===== src/rtl/can_ifs_pkg.sv =====
package can_ifs_pkg;
  typedef enum logic [2:0] {
    PH_IDLE   = 3'd0,
    PH_FRAME  = 3'd1,
    PH_DELIM  = 3'd2,
    PH_INTERM = 3'd3,
    PH_SUSP   = 3'd4
  } ifs_phase_e;

  typedef struct packed {
    logic sof;
    logic grant;
    logic ovld;
  } ifs_evt_t;

  localparam int unsigned EVT_W = 3;
endpackage


===== src/rtl/ifs_bit_index.sv =====
module ifs_bit_index #(
  parameter int unsigned CW = 3
) (
  input  logic          clk,
  input  logic          rst_n,
  input  logic          en,
  input  logic          clr,
  output logic [CW-1:0] idx
);
  logic [CW-1:0] idx_q;
  logic [CW-1:0] idx_d;

  always_comb begin
    idx_d = idx_q;
    if (en) begin
      if (clr) idx_d = '0;
      else     idx_d = idx_q + CW'(1);
    end
  end

  always_ff @(posedge clk or negedge rst_n) begin
    if (!rst_n) idx_q <= '0;
    else        idx_q <= idx_d;
  end

  assign idx = idx_q;
endmodule


===== src/rtl/ifs_phase_ctrl.sv =====
module ifs_phase_ctrl
  import can_ifs_pkg::*;
#(
  parameter int unsigned INTERM_LEN  = 3,
  parameter int unsigned SUSPEND_LEN = 8,
  parameter int unsigned DELIM_LEN   = 8,
  parameter int unsigned CW          = 3
) (
  input  ifs_phase_e    phase,
  input  logic [CW-1:0] idx,
  input  logic          rx_bit,
  input  logic          err_passive,
  input  logic          was_transmitter,
  input  logic          tx_pending,
  input  logic          frame_done,
  input  logic          delim_begin,
  output ifs_phase_e    nxt_phase,
  output logic          idx_clr,
  output ifs_evt_t      evt
);
  localparam logic [CW-1:0] INT_LAST  = CW'(INTERM_LEN - 1);
  localparam logic [CW-1:0] SUSP_LAST = CW'(SUSPEND_LEN - 1);
  localparam logic [CW-1:0] DEL_LAST  = CW'(DELIM_LEN - 1);

  logic dominant;
  logic int_last, susp_last, del_last;
  logic suspend_due;

  assign dominant    = ~rx_bit;
  assign int_last    = (idx == INT_LAST);
  assign susp_last   = (idx == SUSP_LAST);
  assign del_last    = (idx == DEL_LAST);
  // suspend only for a node that really sent the last frame
  assign suspend_due = err_passive & was_transmitter;

  always_comb begin
    nxt_phase = phase;
    evt       = '0;
    unique case (phase)
      PH_IDLE: begin
        if (dominant) begin
          evt.sof   = 1'b1;
          evt.grant = tx_pending;
          nxt_phase = PH_FRAME;
        end else if (tx_pending) begin
          evt.grant = 1'b1;
          nxt_phase = PH_FRAME;
        end
      end
      PH_FRAME: begin
        if (frame_done)       nxt_phase = PH_INTERM;
        else if (delim_begin) nxt_phase = PH_DELIM;
      end
      PH_DELIM: begin
        if (del_last) begin
          if (dominant) begin
            evt.ovld  = 1'b1;
            nxt_phase = PH_FRAME;
          end else begin
            nxt_phase = PH_INTERM;
          end
        end
      end
      PH_INTERM: begin
        if (dominant) begin
          if (int_last) begin
            evt.sof   = 1'b1;
            evt.grant = tx_pending;
          end else begin
            evt.ovld  = 1'b1;
          end
          nxt_phase = PH_FRAME;
        end else if (int_last) begin
          nxt_phase = suspend_due ? PH_SUSP : PH_IDLE;
        end
      end
      PH_SUSP: begin
        if (dominant) begin
          evt.sof   = 1'b1;
          nxt_phase = PH_FRAME;
        end else if (susp_last) begin
          nxt_phase = PH_IDLE;
        end
      end
      default: nxt_phase = PH_IDLE;
    endcase
  end

  // restart the bit index on every phase change
  assign idx_clr = (nxt_phase != phase);
endmodule


===== src/rtl/ifs_event_reg.sv =====
module ifs_event_reg #(
  parameter int unsigned N = 3
) (
  input  logic         clk,
  input  logic         rst_n,
  input  logic         tick,
  input  logic [N-1:0] ev_in,
  output logic [N-1:0] ev_q
);
  for (genvar g = 0; g < N; g++) begin : g_evt
    logic q;
    always_ff @(posedge clk or negedge rst_n) begin
      if (!rst_n) q <= 1'b0;
      else        q <= tick & ev_in[g];
    end
    assign ev_q[g] = q;
  end
endmodule


===== src/rtl/can_ifs_seq.sv =====
module can_ifs_seq
  import can_ifs_pkg::*;
#(
  parameter int unsigned INTERM_LEN  = 3,
  parameter int unsigned SUSPEND_LEN = 8,
  parameter int unsigned DELIM_LEN   = 8
) (
  input  logic       clk,
  input  logic       rst_n,
  input  logic       bit_tick,
  input  logic       rx_bit,
  input  logic       err_passive,
  input  logic       was_transmitter,
  input  logic       tx_pending,
  input  logic       frame_done,
  input  logic       delim_begin,
  output logic       sof_det,
  output logic       tx_grant,
  output logic       ovld_req,
  output logic [2:0] phase
);
  localparam int unsigned MAX_A  = (INTERM_LEN > SUSPEND_LEN) ? INTERM_LEN : SUSPEND_LEN;
  localparam int unsigned MAX_L  = (MAX_A > DELIM_LEN) ? MAX_A : DELIM_LEN;
  localparam int unsigned CW     = (MAX_L > 1) ? $clog2(MAX_L) : 1;

  ifs_phase_e    phase_q;
  ifs_phase_e    phase_d;
  ifs_phase_e    nxt_phase;
  logic [CW-1:0] idx;
  logic          idx_clr;
  ifs_evt_t      evt;
  logic [EVT_W-1:0] evt_q;

  ifs_bit_index #(.CW(CW)) u_idx (
    .clk   (clk),
    .rst_n (rst_n),
    .en    (bit_tick),
    .clr   (idx_clr),
    .idx   (idx)
  );

  ifs_phase_ctrl #(
    .INTERM_LEN  (INTERM_LEN),
    .SUSPEND_LEN (SUSPEND_LEN),
    .DELIM_LEN   (DELIM_LEN),
    .CW          (CW)
  ) u_ctrl (
    .phase           (phase_q),
    .idx             (idx),
    .rx_bit          (rx_bit),
    .err_passive     (err_passive),
    .was_transmitter (was_transmitter),
    .tx_pending      (tx_pending),
    .frame_done      (frame_done),
    .delim_begin     (delim_begin),
    .nxt_phase       (nxt_phase),
    .idx_clr         (idx_clr),
    .evt             (evt)
  );

  always_comb begin
    phase_d = phase_q;
    if (bit_tick) phase_d = nxt_phase;
  end

  always_ff @(posedge clk or negedge rst_n) begin
    if (!rst_n) phase_q <= PH_IDLE;
    else        phase_q <= phase_d;
  end

  ifs_event_reg #(.N(EVT_W)) u_evt (
    .clk   (clk),
    .rst_n (rst_n),
    .tick  (bit_tick),
    .ev_in (evt),
    .ev_q  (evt_q)
  );

  assign sof_det  = evt_q[2];
  assign tx_grant = evt_q[1];
  assign ovld_req = evt_q[0];
  assign phase    = phase_q;
endmodule


===== config.mk =====
export PLATFORM = sky130hd
export DESIGN_NAME = can_ifs_seq
export DESIGN_NICKNAME = d
export VERILOG_FILES = /design/src/rtl/can_ifs_pkg.sv /design/src/rtl/ifs_bit_index.sv /design/src/rtl/ifs_phase_ctrl.sv /design/src/rtl/ifs_event_reg.sv /design/src/rtl/can_ifs_seq.sv
export SDC_FILE = /design/constraint.sdc
export NUM_CORES = 1
export LEC_CHECK = 0
export ABC_AREA = 1
export BUFFER_PORTS_ARGS = -buffer_cell sky130_fd_sc_hd__buf_2
export CORE_AREA = 2 2 39 41
export DETAILED_ROUTE_END_ITERATION = 12
export DIE_AREA = 0 0 41 43
export GPL_ROUTABILITY_DRIVEN = 0
export HOLD_SLACK_MARGIN = 0.12
export PLACE_DENSITY = 0.79
export SLEW_MARGIN = 20
export SYNTH_ARGS = -nofsm -noshare
export SYNTH_HDL_FRONTEND = slang
export SYNTH_SLANG_ARGS = --single-unit
export TNS_END_PERCENT = 50

===== constraint.sdc =====
create_clock -name clk -period 3.1 [get_ports clk]
set_input_delay 0.31 -clock clk [delete_from_list [all_inputs] [get_ports clk]]
set_output_delay 0.31 -clock clk [all_outputs]
set_load 0.1 [all_outputs]

==> impl_metrics.tcl, run 1 <==
set metrics [dict create \
    setup_ws_ns 1.409 \
    slowest_delay_ns 0.39 \
    p_per_area_mw_per_mm2 662.0 \
    area_delta_synth_final_pct 17.19 \
    initial_core_util 0.4629 \
    p_int_uw 246.1 \
    ys_seq_area_frac 0.3516 \
    ioPinCount 15 \
    syn_avg_cell_area_sq_um 6.963 \
    dieHeight_um 43 \
    num-nets-final 123 \
    p_leak_uw 0.0004025 \
    antenna_found_initial 0 \
    instances_no_fill 125 \
    route.vias.total 652 \
    clk_latency_ns 0.27 \
    setup_viol 0 \
    crit_arrival_ns 1.90 \
    grt_max_degree 14 \
    clk_path_buf_depth 2 \
    grt_pass1_vias 561 \
    via_per_inst 5.216 \
    clock_skew_ns 0.0004797 \
    htreeDepth 1 \
    tightest_slew_ns 0.4859 \
    cts.clk_slew.worst_paths_ns 0.06 \
    cp_cell_sequence "ha_1, ha_1, inv_1, nand3_1, nand2_1, nor2_2, nand2_1, nand2_1, nand3_2, nor2_2, nand2_1, nand2_1" \
    syn-cell-area_sq_um 640.6 \
    end_kind "register" \
    p_clk_frac 0.192 \
    outcome "completed" \
    fmax_mhz 591.4 \
    drive_gt1_frac 0.2385 \
    numCtsBuffers 3 \
    p_sw_uw 250.9 \
    yosysMostFrequentCell "nand2_1" \
    cts_setup_buffers 0 \
    grt_remaining_overflow 0 \
    hpwl_mm 1.104 \
    drt-initial-drc-count 16 \
    crit_type "register to register" \
    required_ns 3.31 \
    regArea_sq_um 225.2 \
    multiInputGateArea_sq_um 354.1 \
    rows 14 \
    crit_fanout 4 \
    min_path_type "input pin to register" \
    diodes 0 \
    crit_family "simple AND/OR/NAND/NOR gates" \
    fin_setup_tns_ns 0 \
    dp_slack_ns 1.426 \
    swShare 0.5049 \
    ir_worst_vdd_mv 0.2960 \
    start_kind "register" \
    synth_nets 105 \
    synth-edff-count 0 \
    maxSlewHeadroom 0.6783 \
    pwr-share-seq 0.334 \
    crit_top_cell "nand2_1" \
    synth_cell_types 23 \
    maxCapViolations 0 \
    final-hold-violation-count 0 \
    cts_tree "done" \
    cpMaxStageDelayCell "dfrtp_1" \
    fin_crit_sh 0.5455 \
    utilization 0.5425 \
    placedCellCount 120 \
    synthTopCellsByArea "dfrtp_1, nand2_1, nor2_1" \
    drtAntennaViolNets 0 \
    routed_wl_mm 1.381 \
    rsz0062_at_grt "no" \
    ys_seq_elements 9 \
    fill_cells 141 \
    synth_top_area_share 0.3516 \
    synth_common_cells "nand2_1, nor2_1, dfrtp_1" \
    dr.pass1.iters 4 \
    yosysTopAreaCell "dfrtp_1" \
    async_flop_share 1.000 \
    synth_ff_type "dfrtp_1" \
    grt_usage 0.1915 \
    drc 0 \
    fin_crit_ns 1.691 \
    final_max_slew_viol_count 0 \
    critPathBufInv 1 \
    cts.sinks 9 \
    grt_pass1_wl_mm 2.249 \
    dieArea_sq_mm 0.001763 \
    clockRootBuffer "clkbuf_4" \
    yosys_warnings 0 \
    comb_power_share 0.474 \
    die_w_um 41 \
    postSynthCellCount 92 \
    wl_per_cell_um 11.05 \
    io_buffers 14 \
    power.total_uw 497.0 \
    core_area_sq_mm 0.001384 \
]
==> state kept, by name, summed over array words and instances (netlist names) <==
| register | count |
|---|---|
| phase | 3 |
| u_evt.g_evt.q | 3 |
| u_idx.idx | 3 |
==> logic make-up after synthesis <==
| group | share of synthesized area |
|---|---|
| AO/OA/AOI/OAI | 0.1094 |
| adder cells (fa/ha/maj) | 0.07813 |
| buffers and inverters | 0.09569 |
| flip-flops | 0.3516 |
| AND/OR/NAND/NOR | 0.3652 |
==> cells in the final DEF, fill, tap and decap left out, types with 3 or more instances in the layout <==
cell	count
nor2_1	14
nand2_1	24
dfrtp_1	9
nor2_2	4
buf_2	14
o21ai_1	3
nand3_1	5
clkbuf_4	3
inv_2	3
ha_1	4
inv_1	8
==> per-stage QoR <==
stage / hold WS [ns] / area, sq um
2_1_floorplan: 0.01441 / 640.6
6_report: 0.3106 / 750.7
5_1_grt: 0.3105 / 750.7
3_3_place_gp: 0.1731 / 714.4
4_1_cts: 0.3072 / 750.7
3_5_place_dp: 0.1771 / 714.4
==> final timing paths <==
kind,cells after the start,endpoint,start,slack [ns]
max in group asynchronous,2,phase[0],rst_n,2.48
setup / recovery,12,u_idx.idx[1],u_idx.idx[0],1.41
setup reg to reg,12,u_idx.idx[1],u_idx.idx[0],1.41
hold reg to reg,2,u_idx.idx[1],u_idx.idx[1],0.52
min in group asynchronous,2,u_evt.g_evt[1].q,rst_n,0.43
hold / removal,2,u_evt.g_evt[2].q,rx_bit,0.31
==> repair_timing <==
action                                 in CTS  in global routing
gates resized for setup                     0                  0
endpoints found under the hold margin       9                  0
hold buffers                                1                  0
==> power by group through the flow <==
| stage | clock [uW] | sequential (uW) | combinational (uW) |
|---|---|---|---|
| 3_3_place_gp | 0 | 167 | 230 |
| 2_1_floorplan | 0 | 244 | 119 |
| 3_5_place_dp | 0 | 168 | 235 |
| 5_1_grt | 106 | 169 | 256 |
| 6_report | 95.3 | 166 | 236 |
| 4_1_cts | 97.9 | 166 | 236 |
==> layer usage <==
layer / share of wire / GRT usage / wire, um / up-vias
met5: 0 / 0 / 0 / -
met4: 0.017 / 0.1000 / 23 / 0
met3: 0.043 / 0.04712 / 60 / 2
met2: 0.51 / 0.2969 / 700 / 12
met1: 0.43 / 0.2318 / 597 / 306
li1: - / - / - / 332
==> cell type report <==
| type | count | share of cell area |
|---|---|---|
| tap | 16 | 0.02667 |
| multi-input combinational | 69 | 0.4717 |
| sequential | 9 | 0.3000 |
| timing repair buffer | 15 | 0.1067 |
| clock buffer | 4 | 0.03500 |
| inverter | 12 | 0.06000 |
Power figures use the tool's default switching activity.
==> run 2, diff against run 1 <==
clock period = 1.73 ns   (was 3.1 ns; I/O delays follow)
==> run 2 against run 1 <==
  * Global-route usage increased by 1.6 points
  * Critical endpoint unchanged
  * Critical path depth decreased by 3
  * Critical path type unchanged
  * Largest power group unchanged
  * Non-clock buffer count increased by 1
  * Hold slack got worse by 0.12 ns
  * Maximum frequency increased by 4.5%
  * Total power increased by 88%
  * First-iteration DRC count increased by 94%
  * Die area unchanged
  * Cell count increased by 0.80%
==> impl_metrics.tcl, run 2 (same netlist as run 1, synthesis figures left out) <==
set metrics [dict create \
    outcome "completed" \
    wl_per_cell_um 11.48 \
    dieHeight_um 43 \
    htreeDepth 1 \
    met3_usage 0.08901 \
    min_path_type "input pin to register" \
    via_per_inst 5.198 \
    grt_max_degree 14 \
    clock_skew_ns 0.007423 \
    route.vias.total 655 \
    drive_gt1_frac 0.3182 \
    hpwl_mm 1.089 \
    use_met1 0.2343 \
    ir_worst_vdd_mv 0.6543 \
    fin_setup_tns_ns 0 \
    multiInputGateArea_sq_um 402.9 \
    cts.sinks 9 \
    drt-initial-drc-count 31 \
    regArea_sq_um 229.0 \
    diodes 0 \
    io_buffers 14 \
    maxCapViolations 0 \
    critPathLaunch "u_idx.idx[1]" \
    grt_pass1_vias 615 \
    end_kind "register" \
    num-nets-final 124 \
    crit_fanout 3 \
    clk_latency_ns 0.26 \
    drc 0 \
    postPlaceCellArea_sq_um 718.2 \
    grt.busiest_layer "met2" \
    crit_arrival_ns 1.81 \
    routed_wl_mm 1.446 \
    initial_core_util 0.4629 \
    rows 14 \
    final-hold-violation-count 0 \
    dieArea_sq_mm 0.001763 \
    grt_remaining_overflow 0 \
    most-common-layout-cells "nand2_1, nor2_1, buf_2" \
    core_area_sq_mm 0.001384 \
    whs_path_depth 2 \
    cp-endpoint "u_idx.idx[1]" \
    rsz0062_at_grt "no" \
    drtAntennaViolNets 0 \
    grt_pass1_wl_mm 2.470 \
    p_per_area_mw_per_mm2 1151 \
    clockRootBuffer "clkbuf_4" \
    r2r-end "u_idx.idx[1]" \
    dr.pass1.iters 5 \
    fill_cells 124 \
    final_common_cell "nand2_1" \
    clk_path_buf_depth 2 \
    tightest_slew_ns 0.4923 \
    maxSlewHeadroom 0.6740 \
    start_kind "register" \
    r2r_slack_ns 0.11 \
    die_w_um 41 \
    setup_viol 0 \
    fmax_mhz 617.7 \
    required_ns 1.92 \
    fin_area_sq_um 810.8 \
    worstReg2RegStart "u_idx.idx[1]" \
    reg2reg_depth 9 \
    grt_usage 0.2075 \
    antenna_found_initial 0 \
    ioPinCount 15 \
    use_met2 0.3281 \
    final_max_slew_viol_count 0 \
    area_delta_synth_final_pct 26.56 \
    fin_crit_ns 1.619 \
    cts.clk_slew.worst_paths_ns 0.06 \
    p_leak_uw 0.0004032 \
    crit_type "register to register" \
    cts_tree "done" \
    numCtsBuffers 3 \
    fin_crit_sh 0.9357 \
]
## run 2: cell types whose count changed in the layout (fill, tap and decap cells not counted), moves of 2 or more
cell / change
dfrtp_1: -3
dfrtp_2: +3
ha_1: -2
ha_4: +2
## run 2: how the worst min path moves through the flow
stage	start	to	slack, ns
final	tx_pending	u_evt.g_evt[1].q	0.19
after global routing	tx_pending	u_evt.g_evt[1].q	0.18
after CTS	rx_bit	u_evt.g_evt[2].q	0.18
after detailed placement	rst_n	u_evt.g_evt[1].q	0.04
after global placement	rst_n	u_evt.g_evt[1].q	0.04
after floorplan	rst_n	phase[0]	-0.12
## run 2: area by class of cell
class / count / area share
clock buffers: 4 / 0.03241
inverters: 12 / 0.05556
multi-input cells: 69 / 0.4969
flip-flops and latches: 9 / 0.2824
well taps: 16 / 0.02469
repair buffers: 16 / 0.1080
## run 2: repair_timing
| action | 4_1_cts | 5_1_grt |
|---|---|---|
| gates resized for setup | 0 | 9 |
| setup endpoints to repair | 0 | 3 |
| hold buffers | 1 | 0 |
| hold endpoints to repair | 9 | 0 |
| setup buffers | 0 | 1 |
## run 2: metal layers
metal / share of wire / wire (um)
met1: 0.41 / 591
met2: 0.49 / 712
met3: 0.075 / 108
met4: 0.024 / 34
met5: 0 / 0
## run 2: power breakdown
group	total, uW	internal, uW	leakage (uW)	switching [uW]
sequential	315	248	0.000116	67.2
combinational	459	128	0.000273	331
clock	159	88.7	0.0000150	70.3
total	933	465	0.000403	468
## run 2: critical path: stages (launching register included)
cell and delay (ns):
dfrtp_1 0.42, ha_4 0.19, ha_1 0.18, inv_2 0.06, nand3_2 0.07, o31ai_4 0.28
nand3_2 0.12, nor2_4 0.13, nand2_1 0.06, nand2_1 0.06
## run 2: stage by stage
step,std cells,hold WS [ns],util,setup slack [ns],total power (uW)
after CTS,125,0.1794,0.5452,0.03368,895.3
after global placement,120,0.03876,0.5190,0.1180,714.8
after floorplan,92,-0.1226,-,0.1407,652.5
after global routing,126,0.1844,0.5859,0.007535,1004
after detailed placement,120,0.03755,0.5190,0.06798,728.2
final,126,0.1882,0.5859,0.1112,933.4
